--- config.mk ---
export PLATFORM = sky130hd
export DESIGN_NAME = hib_wake_ctrl
export DESIGN_NICKNAME = d
export VERILOG_FILES = /design/src/rtl/hib_pkg.sv /design/src/rtl/hib_settle_timer.sv /design/src/rtl/hib_wake_fsm.sv /design/src/rtl/hib_mode_conv.sv /design/src/rtl/hib_wake_ctrl.sv
export SDC_FILE = /design/constraint.sdc
export NUM_CORES = 1
export LEC_CHECK = 0
export ABC_AREA = 1
export BUFFER_PORTS_ARGS = -buffer_cell sky130_fd_sc_hd__buf_4
export CORE_UTILIZATION = 45
export CTS_BUF_LIST = sky130_fd_sc_hd__clkbuf_8
export CTS_CLUSTER_SIZE = 24
export DETAILED_ROUTE_END_ITERATION = 6
export HOLD_SLACK_MARGIN = 0.06
export PLACE_DENSITY = 0.75
export SYNTH_ARGS = -nofsm -noshare
export SYNTH_HDL_FRONTEND = slang
export SYNTH_SLANG_ARGS = --single-unit
--- constraint.sdc ---
create_clock -name clk -period 3.6 [get_ports clk]
set_input_delay 0.54 -clock clk [delete_from_list [all_inputs] [get_ports clk]]
set_output_delay 0.54 -clock clk [all_outputs]
set_load 0.05 [all_outputs]
--- src/rtl/hib_pkg.sv ---
package hib_pkg;

    typedef enum logic [1:0] {
        ST_HIBERNATE = 2'd0,
        ST_WAKING    = 2'd1,
        ST_SETTLING  = 2'd2,
        ST_ACTIVE    = 2'd3
    } hib_state_e;

    localparam logic [1:0] MODE_ACTIVE = 2'b01;
    localparam logic [1:0] MODE_HIB    = 2'b10;

endpackage

--- src/rtl/hib_settle_timer.sv ---
module hib_settle_timer #(
    parameter int unsigned CYCLES = 11000,
    localparam int CW = $clog2(CYCLES + 1)
) (
    input  logic clk,
    input  logic rst_n,
    input  logic load,
    output logic busy,
    output logic last
);

    logic [CW-1:0] cnt;

    always_ff @(posedge clk) begin
        if (!rst_n) begin
            cnt <= '0;
        end else if (load) begin
            cnt <= CW'(CYCLES);
        end else if (cnt != '0) begin
            cnt <= cnt - CW'(1);
        end
    end

    assign busy = (cnt != '0);
    assign last = (cnt == CW'(1));

    // the window shrinks by exactly one each cycle
    assert_count_down_R4: assert property (@(posedge clk) disable iff (!rst_n)
        (busy && !load) |=> (cnt == $past(cnt) - CW'(1)));

    // a load always starts the full window
    assert_load_full_R4: assert property (@(posedge clk) disable iff (!rst_n)
        load |=> (cnt == CW'(CYCLES)));

endmodule

--- src/rtl/hib_wake_fsm.sv ---
module hib_wake_fsm
    import hib_pkg::*;
(
    input  logic       clk,
    input  logic       rst_n,
    input  logic       dom_acc,
    input  logic       hib_cmd,
    input  logic       wake_ready,
    input  logic       settle_last,
    output hib_state_e state,
    output logic       bus_wait,
    output logic       wake_req,
    output logic       settle_load,
    output logic       conv_ok
);

    hib_state_e state_nx;

    always_comb begin
        state_nx = state;
        unique case (state)
            ST_ACTIVE:    if (hib_cmd)     state_nx = ST_HIBERNATE;
            ST_HIBERNATE: if (dom_acc)     state_nx = ST_WAKING;
            ST_WAKING:    if (wake_ready)  state_nx = ST_SETTLING;
            ST_SETTLING:  if (settle_last) state_nx = ST_ACTIVE;
        endcase
    end

    always_ff @(posedge clk) begin
        if (!rst_n) state <= ST_ACTIVE;
        else        state <= state_nx;
    end

    always_comb begin
        bus_wait    = 1'b0;
        wake_req    = 1'b0;
        settle_load = 1'b0;
        conv_ok     = 1'b0;
        unique case (state)
            ST_HIBERNATE: bus_wait = dom_acc;
            ST_WAKING: begin
                wake_req    = 1'b1;
                bus_wait    = dom_acc && !wake_ready;
                settle_load = wake_ready;
            end
            ST_SETTLING: ;
            ST_ACTIVE:   conv_ok = 1'b1;
        endcase
    end

    // a domain access while asleep starts the wake-up
    assert_wake_start_R1: assert property (@(posedge clk) disable iff (!rst_n)
        (state == ST_HIBERNATE && dom_acc) |=> (state == ST_WAKING && wake_req));

    // waking only ends when ready is seen
    assert_wake_hold_R2: assert property (@(posedge clk) disable iff (!rst_n)
        (state == ST_WAKING && !wake_ready) |=> (state == ST_WAKING));

    // hibernation is only entered from ACTIVE by command
    assert_hib_entry_R9: assert property (@(posedge clk) disable iff (!rst_n)
        (state == ST_HIBERNATE && $past(state) != ST_HIBERNATE) |->
            ($past(state) == ST_ACTIVE && $past(hib_cmd)));

endmodule

--- src/rtl/hib_mode_conv.sv ---
module hib_mode_conv
    import hib_pkg::*;
(
    input  logic       clk,
    input  logic       rst_n,
    input  logic       ctrl_wr,
    input  logic [2:0] ctrl_wdata,
    input  logic       conv_start,
    input  logic       conv_ok,
    output logic [1:0] mode,
    output logic       conv_err,
    output logic       conv_go
);

    logic reject;
    assign reject = conv_start && !conv_ok;

    always_ff @(posedge clk) begin
        if (!rst_n) begin
            mode <= MODE_ACTIVE;
        end else if (ctrl_wr) begin
            mode <= ctrl_wdata[1:0];
        end
    end

    always_ff @(posedge clk) begin
        if (!rst_n) begin
            conv_err <= 1'b0;
        end else if (reject) begin
            conv_err <= 1'b1;
        end else if (ctrl_wr && ctrl_wdata[2]) begin
            conv_err <= 1'b0;
        end
    end

    always_ff @(posedge clk) begin
        if (!rst_n) conv_go <= 1'b0;
        else        conv_go <= conv_start && conv_ok;
    end

    // the error flag only drops on an explicit clear
    assert_err_sticky_R5: assert property (@(posedge clk) disable iff (!rst_n)
        (conv_err && !(ctrl_wr && ctrl_wdata[2])) |=> conv_err);

    // conv_go only answers a request one cycle back
    assert_go_single_R10: assert property (@(posedge clk) disable iff (!rst_n)
        conv_go |-> $past(conv_start));

endmodule

--- src/rtl/hib_wake_ctrl.sv ---
module hib_wake_ctrl
    import hib_pkg::*;
#(
    parameter int unsigned CLK_HZ    = 100_000_000,
    parameter int unsigned SETTLE_NS = 110_000,
    parameter int unsigned AW        = 4,
    parameter int unsigned DW        = 8,
    parameter int unsigned CTRL_ADDR = 15
) (
    input  logic          clk,
    input  logic          rst_n,
    input  logic          bus_req,
    input  logic          bus_write,
    input  logic [AW-1:0] bus_addr,
    input  logic [DW-1:0] bus_wdata,
    output logic [DW-1:0] bus_rdata,
    output logic          bus_wait,
    output logic          dom_sel,
    output logic          dom_write,
    output logic [AW-1:0] dom_addr,
    output logic [DW-1:0] dom_wdata,
    input  logic [DW-1:0] dom_rdata,
    output logic          wake_req,
    input  logic          wake_ready,
    input  logic          conv_start,
    output logic          conv_go,
    output logic          conv_err
);

    localparam longint unsigned PROD = longint'(SETTLE_NS) * longint'(CLK_HZ);
    localparam int unsigned SETTLE_CYC =
        int'((PROD + 64'd999_999_999) / 64'd1_000_000_000);
    localparam logic [AW-1:0] CTRL_A = AW'(CTRL_ADDR);

    hib_state_e state;
    logic       is_ctrl, dom_acc, ctrl_wr, hib_cmd;
    logic       settle_load, settle_busy, settle_last, conv_ok;
    logic [1:0] mode;

    assign is_ctrl = (bus_addr == CTRL_A);
    assign dom_acc = bus_req && !is_ctrl;
    assign ctrl_wr = bus_req && bus_write && is_ctrl;
    assign hib_cmd = ctrl_wr && (bus_wdata[1:0] == MODE_HIB);

    hib_wake_fsm u_fsm (
        .clk         (clk),
        .rst_n       (rst_n),
        .dom_acc     (dom_acc),
        .hib_cmd     (hib_cmd),
        .wake_ready  (wake_ready),
        .settle_last (settle_last),
        .state       (state),
        .bus_wait    (bus_wait),
        .wake_req    (wake_req),
        .settle_load (settle_load),
        .conv_ok     (conv_ok)
    );

    hib_settle_timer #(.CYCLES(SETTLE_CYC)) u_timer (
        .clk   (clk),
        .rst_n (rst_n),
        .load  (settle_load),
        .busy  (settle_busy),
        .last  (settle_last)
    );

    hib_mode_conv u_mode (
        .clk        (clk),
        .rst_n      (rst_n),
        .ctrl_wr    (ctrl_wr),
        .ctrl_wdata (bus_wdata[2:0]),
        .conv_start (conv_start),
        .conv_ok    (conv_ok),
        .mode       (mode),
        .conv_err   (conv_err),
        .conv_go    (conv_go)
    );

    assign dom_sel   = dom_acc && !bus_wait;
    assign dom_write = bus_write;
    assign dom_addr  = bus_addr;
    assign dom_wdata = bus_wdata;
    assign bus_rdata = is_ctrl ? DW'({conv_err, mode}) : dom_rdata;

    // no domain strobe reaches a sleeping domain
    assert_no_early_strobe_R2: assert property (@(posedge clk) disable iff (!rst_n)
        dom_sel |-> (state == ST_ACTIVE || state == ST_SETTLING ||
                     (state == ST_WAKING && wake_ready)));

    // mode field still holds hibernate when settling begins
    assert_mode_kept_R3: assert property (@(posedge clk) disable iff (!rst_n)
        (state == ST_SETTLING && $past(state) == ST_WAKING && !$past(ctrl_wr))
            |-> (mode == MODE_HIB));

    // ACTIVE never overlaps a running settle window
    assert_active_settled_R4: assert property (@(posedge clk) disable iff (!rst_n)
        (state == ST_ACTIVE) |-> !settle_busy);

    // a fired start never came from inside the window
    assert_go_settled_R4: assert property (@(posedge clk) disable iff (!rst_n)
        conv_go |-> $past(!settle_busy && state == ST_ACTIVE));

    // control register accesses never stall
    assert_ctrl_nowait_R9: assert property (@(posedge clk) disable iff (!rst_n)
        (bus_req && is_ctrl) |-> !bus_wait);

endmodule

Word level (Yosys, flattened, before mapping)
Cells that the tools add are included.
- RAM bits: 0
- latch bits: 0
- memories: 0
- word-level logic and storage cells: 51
- input port bits: 26
- bits in registers: 20
- bits in read-only memories: 0
- multiply operators: 0
- mux-type cells: 14
- eq/ne operators: 10
- add/sub/neg operators: 1
- reductions and logical operators: 19
- bitwise gates (word level): 1
- $lt $le $gt $ge: 0
- shift operators: 0
- div/mod/pow operators: 0
- operator list (operator ; count):
    two-way mux 14 bit ; 2
    == test 14 x 1 -> 1 bit (second input constant) ; 1
    nonzero test 14 bit ; 1
    subtractor 14 x 1 -> 14 bit (second input constant) ; 1
    logical AND 1 bit ; 9
    two-way mux 2 bit ; 4
    two-way mux 8 bit ; 1
    != test 2 bit (second input constant) ; 4
    one-hot mux 2 bit (4 select lines) ; 1
    == test 2 bit (second input constant) ; 3
    two-way mux 1 bit ; 5
    == test 4 bit (second input constant) ; 1
    zero test 1 bit ; 4
    AND reduction 4 bit ; 1
    nonzero test 2 bit ; 2
    == test 2 x 1 -> 1 bit (second input constant) ; 1
    zero test 2 bit ; 1
    one-hot mux 1 bit (2 select lines) ; 1
    OR reduction 2 bit ; 1
    inverter 1 bit ; 1

Depth between registers and ports, before layout
Gate-level depths: netlist of run 1.
- depth in word-level cells: 7
- mapped depth: 9
- gate-level depth less buffers: 9

Cells and area by module
Synthesis of run 1 repeated with hierarchy kept, for this count alone.
- cells, all modules: 211
- area, all modules: 1433.9 um2
- by module, submodules not included (module ; sequential area each (um2) ; instances ; cells an instance ; area each (um2)):
    hib_settle_timer ; 280.3 ; 1 ; 116 ; 824.5
    hib_wake_ctrl ; 0.0 ; 1 ; 46 ; 254.0
    hib_wake_fsm ; 40.0 ; 1 ; 30 ; 209.0
    hib_mode_conv ; 80.1 ; 1 ; 19 ; 146.4

Worst setup path after synthesis of run 1
No wires, ideal clock.
- path type: register to output
- start: register u_fsm.state[1]
- end: output port dom_sel
- cell stages (with the launch flop): 8
- path slack: 0.792 ns
- arrival time: 2.268 ns
- buffers on the path: 0
- data required time: 3.060 ns
- cells stage by stage: dfxtp_1 inv_1 ha_1 inv_1 nor2_1 nor2_1 nor2_1 nor2_1
- cells in the longest elaborated chain, start to end: 4
- elaborated cells between the ends (all ways): 5
- ends and longest elaborated chain (what ; RTL line ; text):
    start: declaration ; hib_wake_fsm.sv:10 ; output hib_state_e state,
    start signal: assignment ; hib_wake_fsm.sv:31 ; else state <= state_nx;
    == test 2 x 1 -> 1 bit or zero test 2 bit (tied branches) ; hib_wake_fsm.sv:39 ; unique case (state)
    one-hot mux 1 bit (2 select lines) * ; hib_wake_fsm.sv:39 ;
    net bus_wait ; hib_wake_ctrl.sv:17 ; output logic bus_wait,
    zero test 1 bit * ; hib_wake_ctrl.sv:79 ; assign dom_sel = dom_acc && !bus_wait;
    logical AND 1 bit * ; hib_wake_ctrl.sv:79 ;
    end: declaration ; hib_wake_ctrl.sv:18 ; output logic dom_sel,
Mark *: on every way through the listed nets, which the timed path passes. The rest lies on a longest branch.

Worst setup path in the final report of run 1
- start: register u_fsm.state[0]
- end: output port dom_sel
- cells in the longest elaborated chain, start to end: 4
- elaborated cells between the ends (all ways): 5
- ends and longest elaborated chain (what ; RTL line):
    == test 2 x 1 -> 1 bit or zero test 2 bit (tied branches) ; hib_wake_fsm.sv:39
    one-hot mux 1 bit (2 select lines) * ; hib_wake_fsm.sv:39
    zero test 1 bit * ; hib_wake_ctrl.sv:79
    logical AND 1 bit * ; hib_wake_ctrl.sv:79
Every way passes the cells marked *; elsewhere a longest branch is shown, timed or not.

==> qor.yml, run 1 <==
place:
  gp_congestion: 0.865
  dp_hpwl_um: 2200
  dpl_cell_area_um2: 1580
  io_buffers: 41
flow_run:
  drv_cap: 0
critical_path:
  ff2ff_path_depth: 7
  crit_path_start_kind: "flop"
  endpoint_kind: "output port"
  arrival_ps: 1510
  critical_path.max_fanout: 5
  reg2reg_slack_ps: 1890
  cp-startpoint: "u_fsm.state[0]$_SDFFE_PN1P_"
  critPathCapture: "dom_sel"
  crit_required_ps: 3060
  reg2reg_to: "u_timer.cnt[1]$_SDFFE_PP0P_"
  critPathKind: "flop to output port"
  reg2reg_from: "u_timer.cnt[0]$_SDFFE_PP0P_"
yosys:
  ys_ff_latch: 20
  yosysSeqAreaShare_pct: 29.9
  avgSynthCellArea_um2: 6.73
  synthesis.area_um2: 1340
  synth_cells: 199
  yosysTopAreaCellShare_pct: 29.9
  synth_warnings: 0
  yosys-top-cells-area: "dfxtp_1 (30%), nand2_1 (13%), buf_4 (7.3%)"
  synth.largest_area_cell: "dfxtp_1"
  ys_types: 25
  syn_nets: 232
grt:
  grt_first_pass_wirelength_um: 4570
  grt_pass1_vias: 1077
  grt_use_met1_pct: 21.9
  grt_overflow: 0
  use_met3_pct: 5.76
  grtUsageTotal_pct: 18.5
  antenna_found_initial: 0
  grt_max_degree: 13
  use_met2_pct: 30.9
  busiest_layer: "met2"
power_and_ir_drop:
  power_leakage_nw: 0.840
  ir_worst_vdd_uv: 655
  powerDensity_nw_per_um2: 820
floorplanning:
  io_pins: 52
  num_rows: 19
  die_h_um: 56.6
  die-width_um: 56.6
  start_util_pct: 48.2
  coreArea_um2: 2780
  die-area_um2: 3200
clock_tree:
  clockBufferDepth: 2
  cts_made_buffers: 3
  clk_latency_ps: 260
  cts_root_buf: "clkbuf_8"
  cts_sinks: 20
  cts_resized: 0
  clk_pin_slew_ps: 70
  cts_setup_buffers: 0
  ctsHtreeMaxLevel: 1
  cts_tree: "yes"
  hold_buffers: 0
sta:
  drv_slew: 0
  fin_skew_ps: 4.35
  final_hold_viol_count: 0
  setup_violations: 0
  fin_tns_setup_ps: 0
  rsz0062_at_grt: "no"
  tightest_slew_ps: 398
  fmax_mhz: 488
  min_period_over_period_pct: 56.9
  period_minus_slack_ps: 2050
  relSlewSlack_pct: 73.4
worst_hold_path:
  min-delay-path-class: "flop to flop"
final_layout:
  mostFrequentLayoutCell: "nand2_1"
  syn2layout_area_growth_pct: 21.8
  drive_gt1_share_pct: 27.0
  multi_input_area_um2: 737
  n_fill_cell: 271
  n_antenna_cell: 0
  final_cell_mix: "nand2_1 (46), buf_4 (41), nor2_1 (26), inv_1 (23), dfxtp_1 (20)"
  regArea_um2: 400
  stdcell_area_um2: 1630
  final_nets: 264
  final_util_pct: 58.7
routing:
  drtPass1Iterations: 4
  via_count: 1255
  drtAntennaViolNets: 0
  viasPerCell: 4.81
  post_drt_wl_per_cell_um: 10.8
  wirelength_um: 2830
  drt_first_iter_violations: 40
  post-route-drc-count: 0
outcome:
  outcome: "finished, final reports clean"
[power by group]
part,switching (W),internal [W],leakage [nW]
Sequential,0.0000785,0.000305,0.165
Combinational,0.000497,0.000289,0.646
Clock,0.0000729,0.0000974,0.0288
[metrics by stage]
step	total power, W	hold slack, ps	setup slack, ps	instances
after floorplan	0.00104	429	792	199
after global placement	0.00116	455	1610	257
after detailed placement	0.00117	456	1600	257
after CTS	0.00134	467	1540	261
after global routing	0.00145	501	1420	261
final	0.00134	464	1550	261
[flip-flops by register name (all words and copies together) (netlist names)]
register         count
u_mode.mode          2
u_mode.conv_go       1
u_fsm.state          2
u_timer.cnt         14
u_mode.conv_err      1
[synth_stat cells]
| library cell | n |
|---|---|
| o21bai_1 | 1 |
| nor2b_4 | 1 |
| dfxtp_1 | 20 |
| o21ai_0 | 4 |
| nor2_2 | 4 |
| nor2_4 | 4 |
| nand3_1 | 18 |
| nand2_1 | 46 |
| clkinv_1 | 1 |
| a31o_2 | 1 |
| xor2_1 | 2 |
| or2_2 | 2 |
| nor2_1 | 26 |
| buf_4 | 13 |
| nand2_2 | 3 |
| buf_6 | 1 |
| ha_1 | 7 |
| a211oi_1 | 1 |
| a21oi_1 | 14 |
| inv_1 | 23 |
| inv_2 | 1 |
| nand2_4 | 1 |
| nand4_1 | 3 |
| nand3b_1 | 1 |
| o21ai_1 | 1 |
[how the worst min path moves through the flow]
stage	depth (start not counted)	slack, ps	from	to
5_1_grt	2	500	u_mode.mode[1]$_SDFFE_PN0P_	u_mode.mode[1]$_SDFFE_PN0P_
3_5_place_dp	2	460	u_mode.mode[1]$_SDFFE_PN0P_	u_mode.mode[1]$_SDFFE_PN0P_
2_1_floorplan	2	430	u_mode.mode[0]$_SDFFE_PN1P_	u_mode.mode[0]$_SDFFE_PN1P_
3_3_place_gp	2	450	u_mode.mode[1]$_SDFFE_PN0P_	u_mode.mode[1]$_SDFFE_PN0P_
4_1_cts	2	470	u_mode.mode[1]$_SDFFE_PN0P_	u_mode.mode[1]$_SDFFE_PN0P_
6_report	2	460	u_mode.mode[1]$_SDFFE_PN0P_	u_mode.mode[1]$_SDFFE_PN0P_
[critical path, stage by stage (launching register included)]
cell,delay (ps)
dfxtp_1,420
ha_1,230
inv_1,50
nor2_1,110
nor2_1,50
nor2_1,140
nor2_1,60
buf_4,200
[per-layer routing]
layer	wire (µm)	vias up
li1	-	676
met3	125	7
met5	0	-
met4	42	0
met1	1300	544
met2	1360	28
[logic make-up (layout without fill, tap and decap cells)]
family,count (synthesis),in the layout,synth area share (%)
and+or+nand+nor,109,109,38.3
buffers and inverters,39,70,15.1
DFF,20,20,29.9
AOI/OAI and AO/OA,22,22,8.87
adders and majority gates,7,7,6.54
xor gates and xnor gates,2,2,1.31
[layout make-up]
cell class,instances,area share [%]
timing repair buffer,41,18.9
clock buffer,4,3.37
multi-input combinational,140,45.1
inverter,25,5.75
sequential,20,24.5
tap,31,2.38
No activity file was read; power rests on OpenSTA's default activity.
==> run 2, diff against run 1 <==
==> constraint.sdc (replaced) <==
create_clock -name clk -period 1.9 [get_ports clk]
set_input_delay 0.285 -clock clk [delete_from_list [all_inputs] [get_ports clk]]
set_output_delay 0.285 -clock clk [all_outputs]
set_load 0.05 [all_outputs]
==> run 2 against run 1 <==
  * Cell count rose by 0.77%
  * Worst setup slack got worse by 1400 ps
  * First-iteration DRC count fell by 40%
  * Total power rose by 91%
  * Via count grew 0.48%
  * Routed wire length down 0.35%
  * Sequential power rose by 90%
  * Register-to-register slack worse by 1700 ps
  * Sequential cell count unchanged
  * Clock-buffer cell count is the same
  * Worst hold slack lost 200 ps
  * Critical endpoint unchanged
  * Largest cell class unchanged
  * Largest power group unchanged
  * Highest routed layer unchanged
==> qor.yml, run 2 (synthesis gave the netlist of run 1 again) <==
routing:
  post_drt_wl_per_cell_um: 10.7  # was 10.8 µm
  drt_first_iter_violations: 24  # was 40
  viasPerCell: 4.79  # was 4.81
  drtAntennaViolNets: 0  # unchanged
  post-route-drc-count: 0  # unchanged
  drtPass1Iterations: 4  # unchanged
  via_count: 1261  # was 1255
  wirelength_um: 2820  # was 2830 µm
floorplanning:
  die-area_um2: 3200  # unchanged
  num_rows: 19  # unchanged
  start_util_pct: 48.2  # unchanged
  coreArea_um2: 2780  # unchanged
  io_pins: 52  # unchanged
  die_h_um: 56.6  # unchanged
  die-width_um: 56.6  # unchanged
clock_tree:
  cts_root_buf: "clkbuf_8"  # unchanged
  cts_resized: 0  # unchanged
  hold_buffers: 0  # unchanged
  cts_made_buffers: 3  # unchanged
  clk_pin_slew_ps: 70  # about the same
  ctsHtreeMaxLevel: 1  # unchanged
  clockBufferDepth: 2  # unchanged
  clk_latency_ps: 250  # was 260 ps
  cts_tree: "yes"  # unchanged
  cts_setup_buffers: 0  # unchanged
  cts_sinks: 20  # unchanged
grt:
  grt_first_pass_wirelength_um: 4730  # was 4570 µm
  grt_pass1_vias: 1155  # was 1077
  grt_max_degree: 13  # unchanged
  grtUsageTotal_pct: 18.3  # was 18.5%
  antenna_found_initial: 0  # unchanged
  grt_overflow: 0  # unchanged
critical_path:
  slowest_stage: "dfxtp_1"  # unchanged
  critical_path.max_fanout: 5  # unchanged
  max_stage_delay_ps: 400  # was 420 ps
  crit_required_ps: 1620  # was 3060 ps
  crit_buf_inv: 3  # was 2
  endpoint_kind: "output port"  # unchanged
  critPathKind: "flop to output port"  # unchanged
  worstPathCellList: "inv_1 > ha_2 > inv_1 > nor2_1 > nor2_1 > nor2_4 > nor2_4 > buf_4"  # was ha_1 > inv_1 > nor2_1 > nor2_1 > nor2_1 > nor2_1 > buf_4
  arrival_ps: 1490  # was 1510 ps
  crit_path_start_kind: "flop"  # unchanged
  path_delay_family: "flip-flops"  # unchanged
sta:
  rsz0062_at_grt: "no"  # unchanged
  fin_tns_setup_ps: 0  # unchanged
  final_hold_viol_count: 0  # unchanged
  min_period_over_period_pct: 93.7
  fmax_mhz: 562
  fin_skew_ps: 1.35  # was 4.35 ps
  drv_slew: 0  # unchanged
  tightest_slew_ps: 386  # was 398 ps
  relSlewSlack_pct: 74.2  # was 73.4%
  setup_violations: 0  # unchanged
  period_minus_slack_ps: 1780
power_and_ir_drop:
  power_leakage_nw: 0.849  # was 0.840 nW
  ir_worst_vdd_uv: 1250  # was 655 µV
  powerDensity_nw_per_um2: 1530  # was 820 nW/µm²
place:
  dpl_cell_area_um2: 1610  # was 1580 µm²
  placed_cells: 259  # was 257
  io_buffers: 41  # unchanged
  gp_congestion: 0.908  # was 0.865
  dp_hpwl_um: 2310  # was 2200 µm
final_layout:
  final_cell_mix: "nand2_1 (46), buf_4 (43), nor2_1 (24), inv_1 (23), dfxtp_1 (20)"  # was nand2_1 (46), buf_4 (41), nor2_1 (26), inv_1 (23), dfxtp_1 (20)
  largest_register_ffs: 14  # unchanged
  regMostFlops: "u_timer.cnt"  # unchanged
  n_antenna_cell: 0  # unchanged
  final_util_pct: 59.9  # was 58.7%
  stdcell_area_um2: 1670  # was 1630 µm²
  mostFrequentLayoutCell: "nand2_1"  # unchanged
  finalNonFillerCells: 263  # was 261
  syn2layout_area_growth_pct: 24.3  # was 21.8%
  largestRegisters: "u_timer.cnt: 14 flops, u_fsm.state: 2 flops, u_mode.mode: 2 flops"  # unchanged
  drive_gt1_share_pct: 28.9  # was 27.0%
  final_nets: 266  # was 264
flow_run:
  drv_cap: 0  # unchanged
outcome:
  outcome: "finished, final reports clean"  # unchanged
worst_hold_path:
  min-delay-path-class: "input port to flop"  # was flop to flop
## run 2: changes by cell type in the layout (fill, tap and decap cells not counted), sizes merged
cell / change
buf: +2
## run 2: final timing paths
check                           slack (ps)                         from  depth (start not counted)                          end
worst max register to register         190  u_timer.cnt[0]$_SDFFE_PP0P_                          7  u_timer.cnt[1]$_SDFFE_PP0P_
worst min-delay path                   260                   conv_start                          3    u_mode.conv_go$_SDFF_PN0_
worst min register to register         470  u_mode.mode[1]$_SDFFE_PN0P_                          2  u_mode.mode[1]$_SDFFE_PN0P_
worst max-delay path                   120  u_fsm.state[1]$_SDFFE_PN1P_                          8                      dom_sel
## run 2: worst reg2reg max path, delay by kind of cell (launching register included)
family	cells	cell delay (ps)
AO/OA/AOI/OAI	2	320
adder cells (fa/ha/maj)	1	290
buffers and inverters	1	150
flip-flops	1	350
AND/OR/NAND/NOR	3	490
## run 2: routing by layer
layer	vias up	global-route usage [%]	share of wire (%)
met5	-	0	0
met4	0	4.88	1.4
met3	6	2.30	3.5
met2	23	32.9	49
met1	549	22.6	46
li1	683	-	-
## run 2: final cells by class
type,instances,area (µm²)
sequential,20,400
tap,31,38.8
timing repair buffer,43,323
fill,281,1120
clock buffer,4,55.1
multi-input combinational,140,754
inverter,25,93.8
## run 2: power breakdown
part / internal (W) / leakage [nW] / switching (W)
sequential: 0.000577 / 0.165 / 0.000152
clock: 0.000184 / 0.0288 / 0.000132
combinational: 0.000563 / 0.655 / 0.000946
## run 2: metrics by stage
| stage | hold slack [ps] | total power [W] | setup WS [ps] |
|---|---|---|---|
| after detailed placement | 461 | 0.00225 | 204 |
| after global routing | 287 | 0.00277 | 10.3 |
| after CTS | 266 | 0.00257 | 103 |
| final | 263 | 0.00255 | 120 |
| after floorplan | 369 | 0.00199 | 136 |
| after global placement | 446 | 0.00221 | 290 |
==> run 3, diff against run 2 <==
--- a/config.mk
+++ b/config.mk
@@ -7,12 +7,15 @@
 export LEC_CHECK = 0
 export ABC_AREA = 1
 export BUFFER_PORTS_ARGS = -buffer_cell sky130_fd_sc_hd__buf_4
-export CORE_UTILIZATION = 45
+export CELL_PAD_IN_SITES_DETAIL_PLACEMENT = 0
+export CELL_PAD_IN_SITES_GLOBAL_PLACEMENT = 2
+export CORE_UTILIZATION = 26
 export CTS_BUF_LIST = sky130_fd_sc_hd__clkbuf_8
 export CTS_CLUSTER_SIZE = 24
 export DETAILED_ROUTE_END_ITERATION = 6
 export HOLD_SLACK_MARGIN = 0.06
-export PLACE_DENSITY = 0.75
+export PLACE_DENSITY_LB_ADDON = 0.1
+export SETUP_SLACK_MARGIN = 0.05
 export SYNTH_ARGS = -nofsm -noshare
 export SYNTH_HDL_FRONTEND = slang
 export SYNTH_SLANG_ARGS = --single-unit
==> run 3 against run 2 <==
  * First-iteration DRC count rose to 3.8 times the previous value
  * Core utilization down 24 points
  * Worst setup slack better by 30 ps
  * Clock skew about the same
  * Fmax up 1.7%
  * Sequential cell count unchanged
  * Clock power up 4%
  * Via count up 0.32%
  * Critical path depth unchanged
  * Highest routed layer unchanged
  * Cell area up 3.0%
==> qor.yml, run 3 (synthesis gave the netlist of run 1 again) <==
critical_path:
  slowest_stage: "dfxtp_2"  # was dfxtp_1
  crit_buf_inv: 3  # unchanged
  max_stage_delay_ps: 370  # was 400 ps
  critPathKind: "flop to output port"  # unchanged
  arrival_ps: 1460  # was 1490 ps
  critical_path.max_fanout: 5  # unchanged
  endpoint_kind: "output port"  # unchanged
  path_delay_family: "flip-flops"  # unchanged
  crit_required_ps: 1620  # about the same
  worstPathCellList: "inv_1 > ha_2 > inv_1 > nor2_1 > nor2_1 > nor2_4 > nor2_4 > buf_4"  # unchanged
  crit_path_start_kind: "flop"  # unchanged
final_layout:
  n_antenna_cell: 0  # unchanged
  mostFrequentLayoutCell: "nand2_1"  # unchanged
  regMostFlops: "u_timer.cnt"  # unchanged
  largest_register_ffs: 14  # unchanged
  syn2layout_area_growth_pct: 28.0  # was 24.3%
  n_fill_cell: 540  # was 281
  largestRegisters: "u_timer.cnt: 14 flops, u_fsm.state: 2 flops, u_mode.mode: 2 flops"  # unchanged
  final_nets: 266  # unchanged
  drive_gt1_share_pct: 30.2  # was 28.9%
  final_cell_mix: "nand2_1 (45), buf_4 (43), nor2_1 (24), inv_1 (23)"  # was nand2_1 (46), buf_4 (43), nor2_1 (24), inv_1 (23), dfxtp_1 (20)
routing:
  viasPerCell: 4.23  # was 4.79
  drtAntennaViolNets: 0  # unchanged
  drtPass1Iterations: 4  # unchanged
  post-route-drc-count: 0  # unchanged
  via_count: 1265  # was 1261
  drt_first_iter_violations: 91  # was 24
  wirelength_um: 3350  # was 2820 µm
  post_drt_wl_per_cell_um: 11.2  # was 10.7 µm
clock_tree:
  ctsHtreeMaxLevel: 1  # unchanged
  cts_setup_buffers: 0  # unchanged
  cts_root_buf: "clkbuf_8"  # unchanged
  clk_latency_ps: 260  # was 250 ps
  clockBufferDepth: 2  # unchanged
  clk_pin_slew_ps: 80  # was 70 ps
  cts_sinks: 20  # unchanged
  cts_tree: "yes"  # unchanged
  hold_buffers: 0  # unchanged
  cts_made_buffers: 3  # unchanged
grt:
  grt_first_pass_wirelength_um: 5750  # was 4730 µm
  antenna_found_initial: 0  # unchanged
  grt_pass1_vias: 1236  # was 1155
  grt_max_degree: 13  # unchanged
  grtUsageTotal_pct: 13.8  # was 18.3%
  grt_overflow: 0  # unchanged
sta:
  rsz0062_at_grt: "yes"  # was no
  fin_skew_ps: 1.62  # was 1.35 ps
  relSlewSlack_pct: 73.8  # was 74.2%
  tightest_slew_ps: 392  # was 386 ps
  holdWs_ps: 259  # was 263 ps
  final_hold_viol_count: 0  # unchanged
  fmax_mhz: 572  # was 562 MHz
  min_period_over_period_pct: 92.1  # was 93.7%
  fin_tns_setup_ps: 0  # unchanged
  period_minus_slack_ps: 1750  # was 1780 ps
  setup_violations: 0  # unchanged
  drv_slew: 0  # unchanged
flow_run:
  drv_cap: 0  # unchanged
power_and_ir_drop:
  power_leakage_nw: 0.849  # unchanged
  ir_worst_vdd_uv: 819  # was 1250 µV
  powerDensity_nw_per_um2: 1520  # was 1530 nW/µm²
place:
  gp_congestion: 0.807  # was 0.908
  dp_hpwl_um: 2750  # was 2310 µm
  io_buffers: 41  # unchanged
floorplanning:
  num_rows: 25  # was 19
  die_h_um: 73.8  # was 56.6 µm
  start_util_pct: 27.6  # was 48.2%
  die-area_um2: 5440  # was 3200 µm²
  die-width_um: 73.8  # was 56.6 µm
  io_pins: 52  # unchanged
  coreArea_um2: 4850  # was 2780 µm²
outcome:
  outcome: "finished, final reports clean"  # unchanged
worst_hold_path:
  min-delay-path-class: "input port to flop"  # unchanged
==> run 3: cell types whose count changed in the layout (fill, tap and decap cells not counted) <==
cell | before | now
nand2_2 | 3 | 4
dfxtp_2 | 0 | 2
nand2_1 | 46 | 45
dfxtp_1 | 20 | 18
==> run 3: metal layers <==
metal  GRT usage (%)  share of wire, %
met1            18.3                49
met2            22.9                46
met3            2.88               3.5
met4            2.99              0.93
met5               0                 0
==> run 3: final cells by class <==
cell class                 count  area, µm²  area share, %
multi-input combinational    140        757           44.1
sequential                    20        403           23.5
timing repair buffer          43        323           18.8
inverter                      25       93.8           5.47
tap                           67       83.8           4.89
clock buffer                   4       55.1           3.21
==> run 3: worst paths after layout <==
| kind | cells after the start | end | slack, ps | start |
|---|---|---|---|---|
| setup reg to reg | 7 | u_timer.cnt[1]$_SDFFE_PP0P_ | 310 | u_timer.cnt[0]$_SDFFE_PP0P_ |
| hold / removal | 3 | u_mode.conv_go$_SDFF_PN0_ | 260 | conv_start |
| setup / recovery | 8 | dom_sel | 150 | u_fsm.state[1]$_SDFFE_PN1P_ |
| hold reg to reg | 2 | u_mode.mode[0]$_SDFFE_PN1P_ | 470 | u_mode.mode[0]$_SDFFE_PN1P_ |
==> run 3: per-stage QoR <==
step	power (W)	instances	utilization, %	setup slack, ps	cell area, µm²
2_1_floorplan	0.00199	199	-	136	1360
4_1_cts	0.00261	299	35.3	57.3	1710
3_3_place_gp	0.00228	295	34.1	199	1660
3_5_place_dp	0.00227	295	34.1	162	1660
5_1_grt	0.00287	299	35.4	20.2	1720
6_report	0.00261	299	35.4	150	1720
==> run 3: repair_timing <==
item | CTS | global route
endpoints found under the hold margin | 0 | 0
resized for setup | 0 | 3
setup endpoints to repair | 0 | 8
==> run 3: worst register-to-register path, cell delays in order (launching register included) <==
cell and delay, ps:
dfxtp_1 350, inv_1 150, ha_1 290, nand2_4 90, nor2_4 150, nand2_2 190, o21ai_0 220, a21oi_1 50
==> run 3: where the power goes <==
part	internal (W)	switching [W]	total, W
combinational	0.000561	0.000984	0.00155
clock	0.000184	0.000145	0.000330
sequential	0.000580	0.000151	0.000731
